<file path="src/rtl/eeb_pkg.sv">
package eeb_pkg;

   typedef enum logic [3:0] {
      ST_IDLE,
      ST_DEV,
      ST_DEV_ACK,
      ST_ADDR,
      ST_ADDR_ACK,
      ST_WDATA,
      ST_WDATA_ACK,
      ST_RDATA,
      ST_RACK,
      ST_WAIT_STOP
   } eeb_state_t;

   localparam int EEB_BYTE_BITS = 8;

endpackage

</file>
<file path="src/rtl/eeb_line_sync.sv">
module eeb_line_sync #(
   parameter int   STAGES    = 2,
   parameter logic RESET_VAL = 1'b1
) (
   input  logic clk,
   input  logic rst_n,
   input  logic din,
   output logic lvl_o,
   output logic rise_o,
   output logic fall_o
);

   initial begin
      assert (STAGES >= 2) else $error("eeb_line_sync: STAGES must be at least 2");
   end

   logic [STAGES-1:0] pipe;
   logic              prev;

   always_ff @(posedge clk or negedge rst_n) begin
      if (!rst_n) begin
         pipe <= {STAGES{RESET_VAL}};
         prev <= RESET_VAL;
      end else begin
         pipe <= {pipe[STAGES-2:0], din};
         prev <= pipe[STAGES-1];
      end
   end

   assign lvl_o  = pipe[STAGES-1];
   assign rise_o = pipe[STAGES-1] & ~prev;
   assign fall_o = ~pipe[STAGES-1] & prev;

endmodule

</file>
<file path="src/rtl/eeb_write_timer.sv">
module eeb_write_timer #(
   parameter int CYCLES = 1000
) (
   input  logic clk,
   input  logic rst_n,
   input  logic launch_i,
   output logic busy_o
);

   initial begin
      assert (CYCLES >= 1) else $error("eeb_write_timer: CYCLES must be at least 1");
   end

   localparam int CW = $clog2(CYCLES + 1);

   logic [CW-1:0] cnt;

   always_ff @(posedge clk or negedge rst_n) begin
      if (!rst_n) begin
         cnt <= '0;
      end else if (cnt != '0) begin
         cnt <= cnt - CW'(1);
      end else if (launch_i) begin
         cnt <= CW'(CYCLES);
      end
   end

   assign busy_o = (cnt != '0);

   assert_busy_after_launch_R7 : assert property (@(posedge clk) disable iff (!rst_n)
      (launch_i && !busy_o) |=> busy_o);

   assert_busy_cause_R7 : assert property (@(posedge clk) disable iff (!rst_n)
      $rose(busy_o) |-> $past(launch_i));

endmodule

</file>
<file path="src/rtl/eeb_byte_engine.sv">
module eeb_byte_engine
   import eeb_pkg::*;
#(
   parameter logic [6:0] DEV_CODE = 7'h50,
   parameter int         ADDR_W   = 8
) (
   input  logic              clk,
   input  logic              rst_n,
   input  logic              scl_lvl,
   input  logic              scl_rise,
   input  logic              scl_fall,
   input  logic              sda_lvl,
   input  logic              sda_rise,
   input  logic              sda_fall,
   input  logic              busy,
   output logic              sda_oe,
   output logic [ADDR_W-1:0] mem_addr,
   output logic              mem_wr_en,
   output logic [7:0]        mem_wr_data,
   output logic              mem_rd_en,
   input  logic [7:0]        mem_rd_data,
   output logic              launch
);

   initial begin
      assert (ADDR_W >= 1 && ADDR_W <= EEB_BYTE_BITS)
         else $error("eeb_byte_engine: ADDR_W must be 1..8");
   end

   localparam logic [3:0] LAST_BIT = 4'(EEB_BYTE_BITS);

   eeb_state_t        state;
   logic [3:0]        bit_cnt;
   logic [7:0]        rx_shift;
   logic [7:0]        tx_shift;
   logic [ADDR_W-1:0] addr_ptr;
   logic              is_read;
   logic              dirty;
   logic              got_ack;
   logic              rd_req;
   logic              rd_cap;
   logic              oe_q;
   logic              wr_q;
   logic [7:0]        wdata_q;
   logic              launch_q;

   logic start_det;
   logic stop_det;
   logic byte_end;

   assign start_det = sda_fall & scl_lvl;
   assign stop_det  = sda_rise & scl_lvl;
   assign byte_end  = scl_fall && (bit_cnt == LAST_BIT);

   always_ff @(posedge clk or negedge rst_n) begin
      if (!rst_n) begin
         state    <= ST_IDLE;
         bit_cnt  <= '0;
         rx_shift <= '0;
         tx_shift <= '0;
         addr_ptr <= '0;
         is_read  <= 1'b0;
         dirty    <= 1'b0;
         got_ack  <= 1'b0;
         rd_req   <= 1'b0;
         rd_cap   <= 1'b0;
         oe_q     <= 1'b0;
         wr_q     <= 1'b0;
         wdata_q  <= '0;
         launch_q <= 1'b0;
      end else begin
         wr_q     <= 1'b0;
         rd_req   <= 1'b0;
         launch_q <= 1'b0;
         rd_cap   <= rd_req;
         if (rd_cap) begin
            tx_shift <= mem_rd_data;
         end

         if (busy) begin
            state <= ST_IDLE;
            oe_q  <= 1'b0;
            dirty <= 1'b0;
         end else if (start_det) begin
            state   <= ST_DEV;
            bit_cnt <= '0;
            oe_q    <= 1'b0;
            dirty   <= 1'b0;
         end else if (stop_det) begin
            state    <= ST_IDLE;
            oe_q     <= 1'b0;
            launch_q <= dirty;
            dirty    <= 1'b0;
         end else begin
            case (state)
               ST_DEV, ST_ADDR, ST_WDATA: begin
                  if (scl_rise) begin
                     rx_shift <= {rx_shift[6:0], sda_lvl};
                     bit_cnt  <= bit_cnt + 4'd1;
                  end else if (byte_end) begin
                     bit_cnt <= '0;
                     if (state == ST_DEV) begin
                        if (rx_shift[7:1] == DEV_CODE) begin
                           oe_q    <= 1'b1;
                           state   <= ST_DEV_ACK;
                           is_read <= rx_shift[0];
                           rd_req  <= rx_shift[0];
                        end else begin
                           state <= ST_IDLE;
                        end
                     end else if (state == ST_ADDR) begin
                        addr_ptr <= rx_shift[ADDR_W-1:0];
                        oe_q     <= 1'b1;
                        state    <= ST_ADDR_ACK;
                     end else begin
                        wr_q    <= 1'b1;
                        wdata_q <= rx_shift;
                        dirty   <= 1'b1;
                        oe_q    <= 1'b1;
                        state   <= ST_WDATA_ACK;
                     end
                  end
               end
               ST_DEV_ACK: begin
                  if (scl_fall) begin
                     bit_cnt <= '0;
                     if (is_read) begin
                        oe_q  <= ~tx_shift[7];
                        state <= ST_RDATA;
                     end else begin
                        oe_q  <= 1'b0;
                        state <= ST_ADDR;
                     end
                  end
               end
               ST_ADDR_ACK: begin
                  if (scl_fall) begin
                     oe_q  <= 1'b0;
                     state <= ST_WDATA;
                  end
               end
               ST_WDATA_ACK: begin
                  if (scl_fall) begin
                     oe_q     <= 1'b0;
                     addr_ptr <= addr_ptr + ADDR_W'(1);
                     state    <= ST_WDATA;
                  end
               end
               ST_RDATA: begin
                  if (scl_rise) begin
                     bit_cnt <= bit_cnt + 4'd1;
                  end else if (byte_end) begin
                     bit_cnt <= '0;
                     oe_q    <= 1'b0;
                     state   <= ST_RACK;
                  end else if (scl_fall) begin
                     oe_q     <= ~tx_shift[6];
                     tx_shift <= {tx_shift[6:0], 1'b0};
                  end
               end
               ST_RACK: begin
                  if (scl_rise) begin
                     addr_ptr <= addr_ptr + ADDR_W'(1);
                     got_ack  <= ~sda_lvl;
                     rd_req   <= ~sda_lvl;
                  end else if (scl_fall) begin
                     if (got_ack) begin
                        oe_q  <= ~tx_shift[7];
                        state <= ST_RDATA;
                     end else begin
                        state <= ST_WAIT_STOP;
                     end
                  end
               end
               default: begin
               end
            endcase
         end
      end
   end

   assign sda_oe      = oe_q;
   assign mem_addr    = addr_ptr;
   assign mem_wr_en   = wr_q;
   assign mem_wr_data = wdata_q;
   assign mem_rd_en   = rd_req;
   assign launch      = launch_q;

   assert_oe_moves_scl_low_R5 : assert property (@(posedge clk) disable iff (!rst_n)
      !$stable(oe_q) |-> !scl_lvl);

   assert_wr_one_cycle_R4 : assert property (@(posedge clk) disable iff (!rst_n)
      mem_wr_en |=> !mem_wr_en);

   assert_no_rw_overlap_R4 : assert property (@(posedge clk) disable iff (!rst_n)
      !(mem_wr_en && mem_rd_en));

   assert_quiet_while_busy_R8 : assert property (@(posedge clk) disable iff (!rst_n)
      busy |-> (!oe_q && !mem_wr_en));

   assert_standby_silent_R6 : assert property (@(posedge clk) disable iff (!rst_n)
      (state == ST_WAIT_STOP) |-> !oe_q);

endmodule

</file>
<file path="src/rtl/eeb_slave_top.sv">
module eeb_slave_top #(
   parameter logic [6:0] DEV_CODE     = 7'h50,
   parameter int         ADDR_W       = 8,
   parameter int         WRITE_CYCLES = 1000,
   parameter int         SYNC_STAGES  = 2
) (
   input  logic              clk,
   input  logic              rst_n,
   input  logic              scl_i,
   input  logic              sda_i,
   output logic              sda_oe_o,
   output logic [ADDR_W-1:0] mem_addr_o,
   output logic              mem_wr_en_o,
   output logic [7:0]        mem_wr_data_o,
   output logic              mem_rd_en_o,
   input  logic [7:0]        mem_rd_data_i,
   output logic              busy_o
);

   initial begin
      assert (WRITE_CYCLES >= 0) else $error("eeb_slave_top: WRITE_CYCLES must not be negative");
   end

   localparam int LINES = 2;
   localparam int L_SCL = 0;
   localparam int L_SDA = 1;

   logic [LINES-1:0] raw;
   logic [LINES-1:0] lvl;
   logic [LINES-1:0] rise;
   logic [LINES-1:0] fall;
   logic             launch;
   logic             busy;

   assign raw = {sda_i, scl_i};

   for (genvar i = 0; i < LINES; i++) begin : g_line
      eeb_line_sync #(
         .STAGES    (SYNC_STAGES),
         .RESET_VAL (1'b1)
      ) u_sync (
         .clk    (clk),
         .rst_n  (rst_n),
         .din    (raw[i]),
         .lvl_o  (lvl[i]),
         .rise_o (rise[i]),
         .fall_o (fall[i])
      );
   end

   eeb_byte_engine #(
      .DEV_CODE (DEV_CODE),
      .ADDR_W   (ADDR_W)
   ) u_engine (
      .clk         (clk),
      .rst_n       (rst_n),
      .scl_lvl     (lvl[L_SCL]),
      .scl_rise    (rise[L_SCL]),
      .scl_fall    (fall[L_SCL]),
      .sda_lvl     (lvl[L_SDA]),
      .sda_rise    (rise[L_SDA]),
      .sda_fall    (fall[L_SDA]),
      .busy        (busy),
      .sda_oe      (sda_oe_o),
      .mem_addr    (mem_addr_o),
      .mem_wr_en   (mem_wr_en_o),
      .mem_wr_data (mem_wr_data_o),
      .mem_rd_en   (mem_rd_en_o),
      .mem_rd_data (mem_rd_data_i),
      .launch      (launch)
   );

   if (WRITE_CYCLES > 0) begin : g_timer
      eeb_write_timer #(
         .CYCLES (WRITE_CYCLES)
      ) u_timer (
         .clk      (clk),
         .rst_n    (rst_n),
         .launch_i (launch),
         .busy_o   (busy)
      );
   end else begin : g_no_timer
      assign busy = 1'b0;
   end

   assign busy_o = busy;

endmodule

</file>
<file path="config.mk">
export PLATFORM = sky130hd
export DESIGN_NAME = eeb_slave_top
export DESIGN_NICKNAME = d
export VERILOG_FILES = /design/src/rtl/eeb_pkg.sv /design/src/rtl/eeb_line_sync.sv /design/src/rtl/eeb_write_timer.sv /design/src/rtl/eeb_byte_engine.sv /design/src/rtl/eeb_slave_top.sv
export SDC_FILE = /design/constraint.sdc
export NUM_CORES = 1
export LEC_CHECK = 0
export BUFFER_PORTS_ARGS = -buffer_cell sky130_fd_sc_hd__buf_2
export CORE_UTILIZATION = 60
export CTS_CLUSTER_DIAMETER = 80
export DETAILED_ROUTE_END_ITERATION = 7
export PLACE_DENSITY = 0.81
export SLEW_MARGIN = 10
export SYNTH_ARGS = -nofsm -noshare
export SYNTH_HDL_FRONTEND = slang
export SYNTH_SLANG_ARGS = --single-unit
</file>
<file path="constraint.sdc">
create_clock -name clk -period 5.73 [get_ports clk]
set_input_delay 1.719 -clock clk [delete_from_list [all_inputs] [get_ports clk]]
set_output_delay 1.719 -clock clk [all_outputs]
set_load 0.005 [all_outputs]
</file>
==> impl_results.md <==
* Outcome: finished, final reports clean
* Compound-gate portion of the synthesized area at 0.167
* Peak VDD IR at about 0.23 mV
* Via count at 2528
* Largest stage delay, worst path at just over 0.4 ns
* Async set or reset register ratio after synthesis at 1.00
* Final setup violation count at 0
* Post-Synth XOR/XNOR Area at 0.00264
* I/O Pins at 32
* Cell family with most CP delay: simple AND/OR/NAND/NOR gates
* Least-Margin Pin Slew at slightly below 0.8 ns
* Antenna violation net count after detailed routing at 0
* Die Span X at 76.4 um
* Share of the yosys chip area belonging to registers at 0.485
* Site Rows at 26
* Buf+Inv Stages, Crit Path at 3
* Core outline area at roughly 5200 um^2
* Die Y at around 76 um
* Top FF cell, synth: dfrtp_1
* Max Cap Violations at 0
* Crit. End Element: output port
* DR iter-0 viols at 176
* Synthesized area at roughly 3300 um^2
* Cells after Synth at 320
* Fin cells at 424
* Final Hold Viols at 0
* Vias per cell at just under 6
* WL final at 6630 um
* Vias in the first global route at roughly 2400
* Global-route usage over all layers at 0.255
* Worst Path Required at around 4.0 ns
* Starting Density at 0.637
* Count of final max-slew check failures at 0
* Warnings from Yosys at 0
* Fmax at between 200 and 300 MHz
* Placed cell count at between 400 and 500
* Clk buf depth at 2
* Fin crit share at 0.654
* Worst slack at placement at 2.41 ns
* Flops & latches, synth at 64
* Post-synth EDFFs at 0
* Avg Cell Area, Syn at roughly 10 um^2
* Area grow syn2layout at 12.2%
* Die area at slightly below 6000 um^2
* Fraction of the mapped netlist area in simple logic gates at 0.191
* Post-synthesis mux area share at 0.104
* Synthesized net count at approximately 340
* Slack of the critical path at about 2 ns
* Initial antenna violation count at 0
* Sum Neg Setup Slack at 0 ns
* Hold Path Class: register to register
* Gr ovfl total at 0
* RSZ-0062 raised after global routing: false
* Clk_lat worst skew at 0.35 ns
* CP Class: register to output port
* WL per Instance at 15.6 um
* DR pass1 iterations at 4
* CTS Hold Bufs at 0
* Final min period at ~3.7 ns
* Largest family of logic cells by synthesized area: simple AND/OR/NAND/NOR gates
* CP max stage cell: dfrtp_1
* Leading area contributor after synthesis: dfrtp_1
* Clk slew on worst S/H paths at roughly 0.07 ns
* Synth top area cells: dfrtp_1 44%, mux2_2 6.8%, dfstp_2 4.8%
* CTS tree: yes
* Antenna cells at 0
* Crit-path max FO at 9
* Final GP Congestion at ~0.83
* Post-Synth Adder-Cell Area at 0.0151
* Fin nets at between 300 and 400
* Depth of the CTS H-tree at 3
* Largest net degree at the start of global routing at 65
* Clock Root Buffer: clkbuf_8
* Critical path launch point type: register
* Post-synth top area share at 0.437
* Critical path cell sequence: inv_1 -> ha_1 -> nor3b_2 -> and3_2 -> inv_4 -> buf_2
* Post-CTS Setup Bufs at 0
* Number of gates resized after CTS at 0
* PortBufs at 31
* CTS Buf Count at 9
* Clock Skew at ~0.0078 ns
* Pwr dens at about 260 nW/um^2
* Util after Layout at 0.715
* Post-DP HPWL at 4370 um
* Layout cells sized above 1 at 0.246
* CP arrival at a little over 2 ns
* Leak Pwr at 1.67 nW
* Sink Count at between 60 and 70
* DRC viols at 0
* First-pass GRT wire length at roughly 12000 um
* Yosys cell types at 62
* Worst rel slew slack at 0.485
==> layout by cell type (no fill, tap or decap), types with 3 or more instances in the layout <==
| cell | synthesis | layout |
|---|---|---|
| a211oi_1 | 4 | 4 |
| a21oi_1 | 28 | 27 |
| buf_2 | 8 | 31 |
| clkbuf_8 | 0 | 9 |
| clkinv_4 | 0 | 3 |
| dfrtp_1 | 58 | 58 |
| dfstp_2 | 6 | 6 |
| ha_1 | 4 | 4 |
| inv_1 | 9 | 9 |
| mux2_2 | 20 | 20 |
| mux2i_1 | 12 | 12 |
| nand2_1 | 25 | 25 |
| nand2b_1 | 7 | 7 |
| nand3_1 | 10 | 10 |
| nand4_1 | 3 | 3 |
| nor2_1 | 31 | 31 |
| nor2b_1 | 4 | 4 |
| nor3_1 | 5 | 5 |
| nor3b_1 | 4 | 4 |
| o21ai_0 | 15 | 15 |
| o21bai_1 | 3 | 3 |
| o22ai_1 | 4 | 4 |
| o31ai_1 | 4 | 4 |
| or3_1 | 4 | 4 |
==> final timing paths <==
path	startpoint	to	slack (ns)	cells after the start
setup / recovery	g_timer.u_timer.cnt[0]	busy_o	1.98	6
hold reg to reg	g_line[0].u_sync.pipe[0]	g_line[0].u_sync.pipe[1]	0.36	0
min in group asynchronous	rst_n	g_timer.u_timer.cnt[5]	1.53	2
setup reg to reg	g_timer.u_timer.cnt[0]	u_engine.rx_shift[2]	3.32	6
max in group asynchronous	rst_n	u_engine.mem_addr[3]	3.70	2
hold / removal	g_line[0].u_sync.pipe[0]	g_line[0].u_sync.pipe[1]	0.36	0
==> per-layer routing <==
metal | GRT usage | vias up | part of all wire
met5 | 0 | - | 0
met4 | 0.100 | 0 | 0.013
met3 | 0.0599 | 12 | 0.047
met2 | 0.389 | 57 | 0.48
met1 | 0.355 | 1232 | 0.46
li1 | - | 1227 | -
==> metrics by stage <==
| stage | power [mW] | instance area [um^2] | hold slack (ns) |
|---|---|---|---|
| 5_1_grt | 1.00 | 3720 | 0.361 |
| 4_1_cts | 0.975 | 3720 | 0.360 |
| 3_5_place_dp | 0.534 | 3490 | 0.347 |
| 3_3_place_gp | 0.532 | 3490 | 0.346 |
| 6_report | 0.971 | 3720 | 0.359 |
| 2_1_floorplan | 0.511 | 3320 | 0.345 |
==> synthesized netlist by cell type, types with 5 or more instances <==
cell      instances
dfrtp_1          58
nor2_1           31
a21oi_1          28
nand2_1          25
mux2_2           20
o21ai_0          15
mux2i_1          12
nand3_1          10
inv_1             9
buf_2             8
nand2b_1          7
dfstp_2           6
nor3_1            5
==> logic make-up (layout without fill, tap and decap cells) <==
group | after synthesis | count (layout)
compound gates | 79 | 79
xor+xnor | 1 | 1
fa+ha+maj | 4 | 4
buf+inv | 24 | 58
flops | 64 | 64
mux | 32 | 32
simple gates | 116 | 116
==> worst register-to-register path, stage by stage, from the launching register on <==
cell	delay [ns]
dfrtp_1	0.41
inv_1	0.07
ha_1	0.20
nor3b_2	0.38
o2111ai_4	0.33
a211oi_4	0.52
mux2_2	0.39
==> final cells by class <==
| type | instances | area (um^2) |
|---|---|---|
| fillers | 389 | 1480 |
| inverters | 10 | 40.0 |
| multi-input cells | 232 | 1600 |
| flip-flops and latches | 64 | 1610 |
| clock buffers | 9 | 124 |
| well taps | 70 | 87.6 |
| clock inverters | 7 | 104 |
| repair buffers | 32 | 163 |
==> power by group <==
group / leakage [nW] / switching [mW] / internal [mW]
Clock: 0.114 / 0.195 / 0.250
Sequential: 0.834 / 0.0196 / 0.463
Combinational: 0.724 / 0.0247 / 0.0191
Total: 1.67 / 0.239 / 0.732
==> sequential cells by signal (all words and copies together), names as in the netlist, 2 cells and up <==
register and flops:
u_engine.mem_addr 8, u_engine.state 4, u_engine.mem_wr_data 8, u_engine.rx_shift 8, u_engine.tx_shift 8, g_timer.u_timer.cnt 10
g_line.u_sync.prev 2, u_engine.bit_cnt 4, g_line.u_sync.pipe 4
No activity file was read; power rests on OpenSTA's default activity.
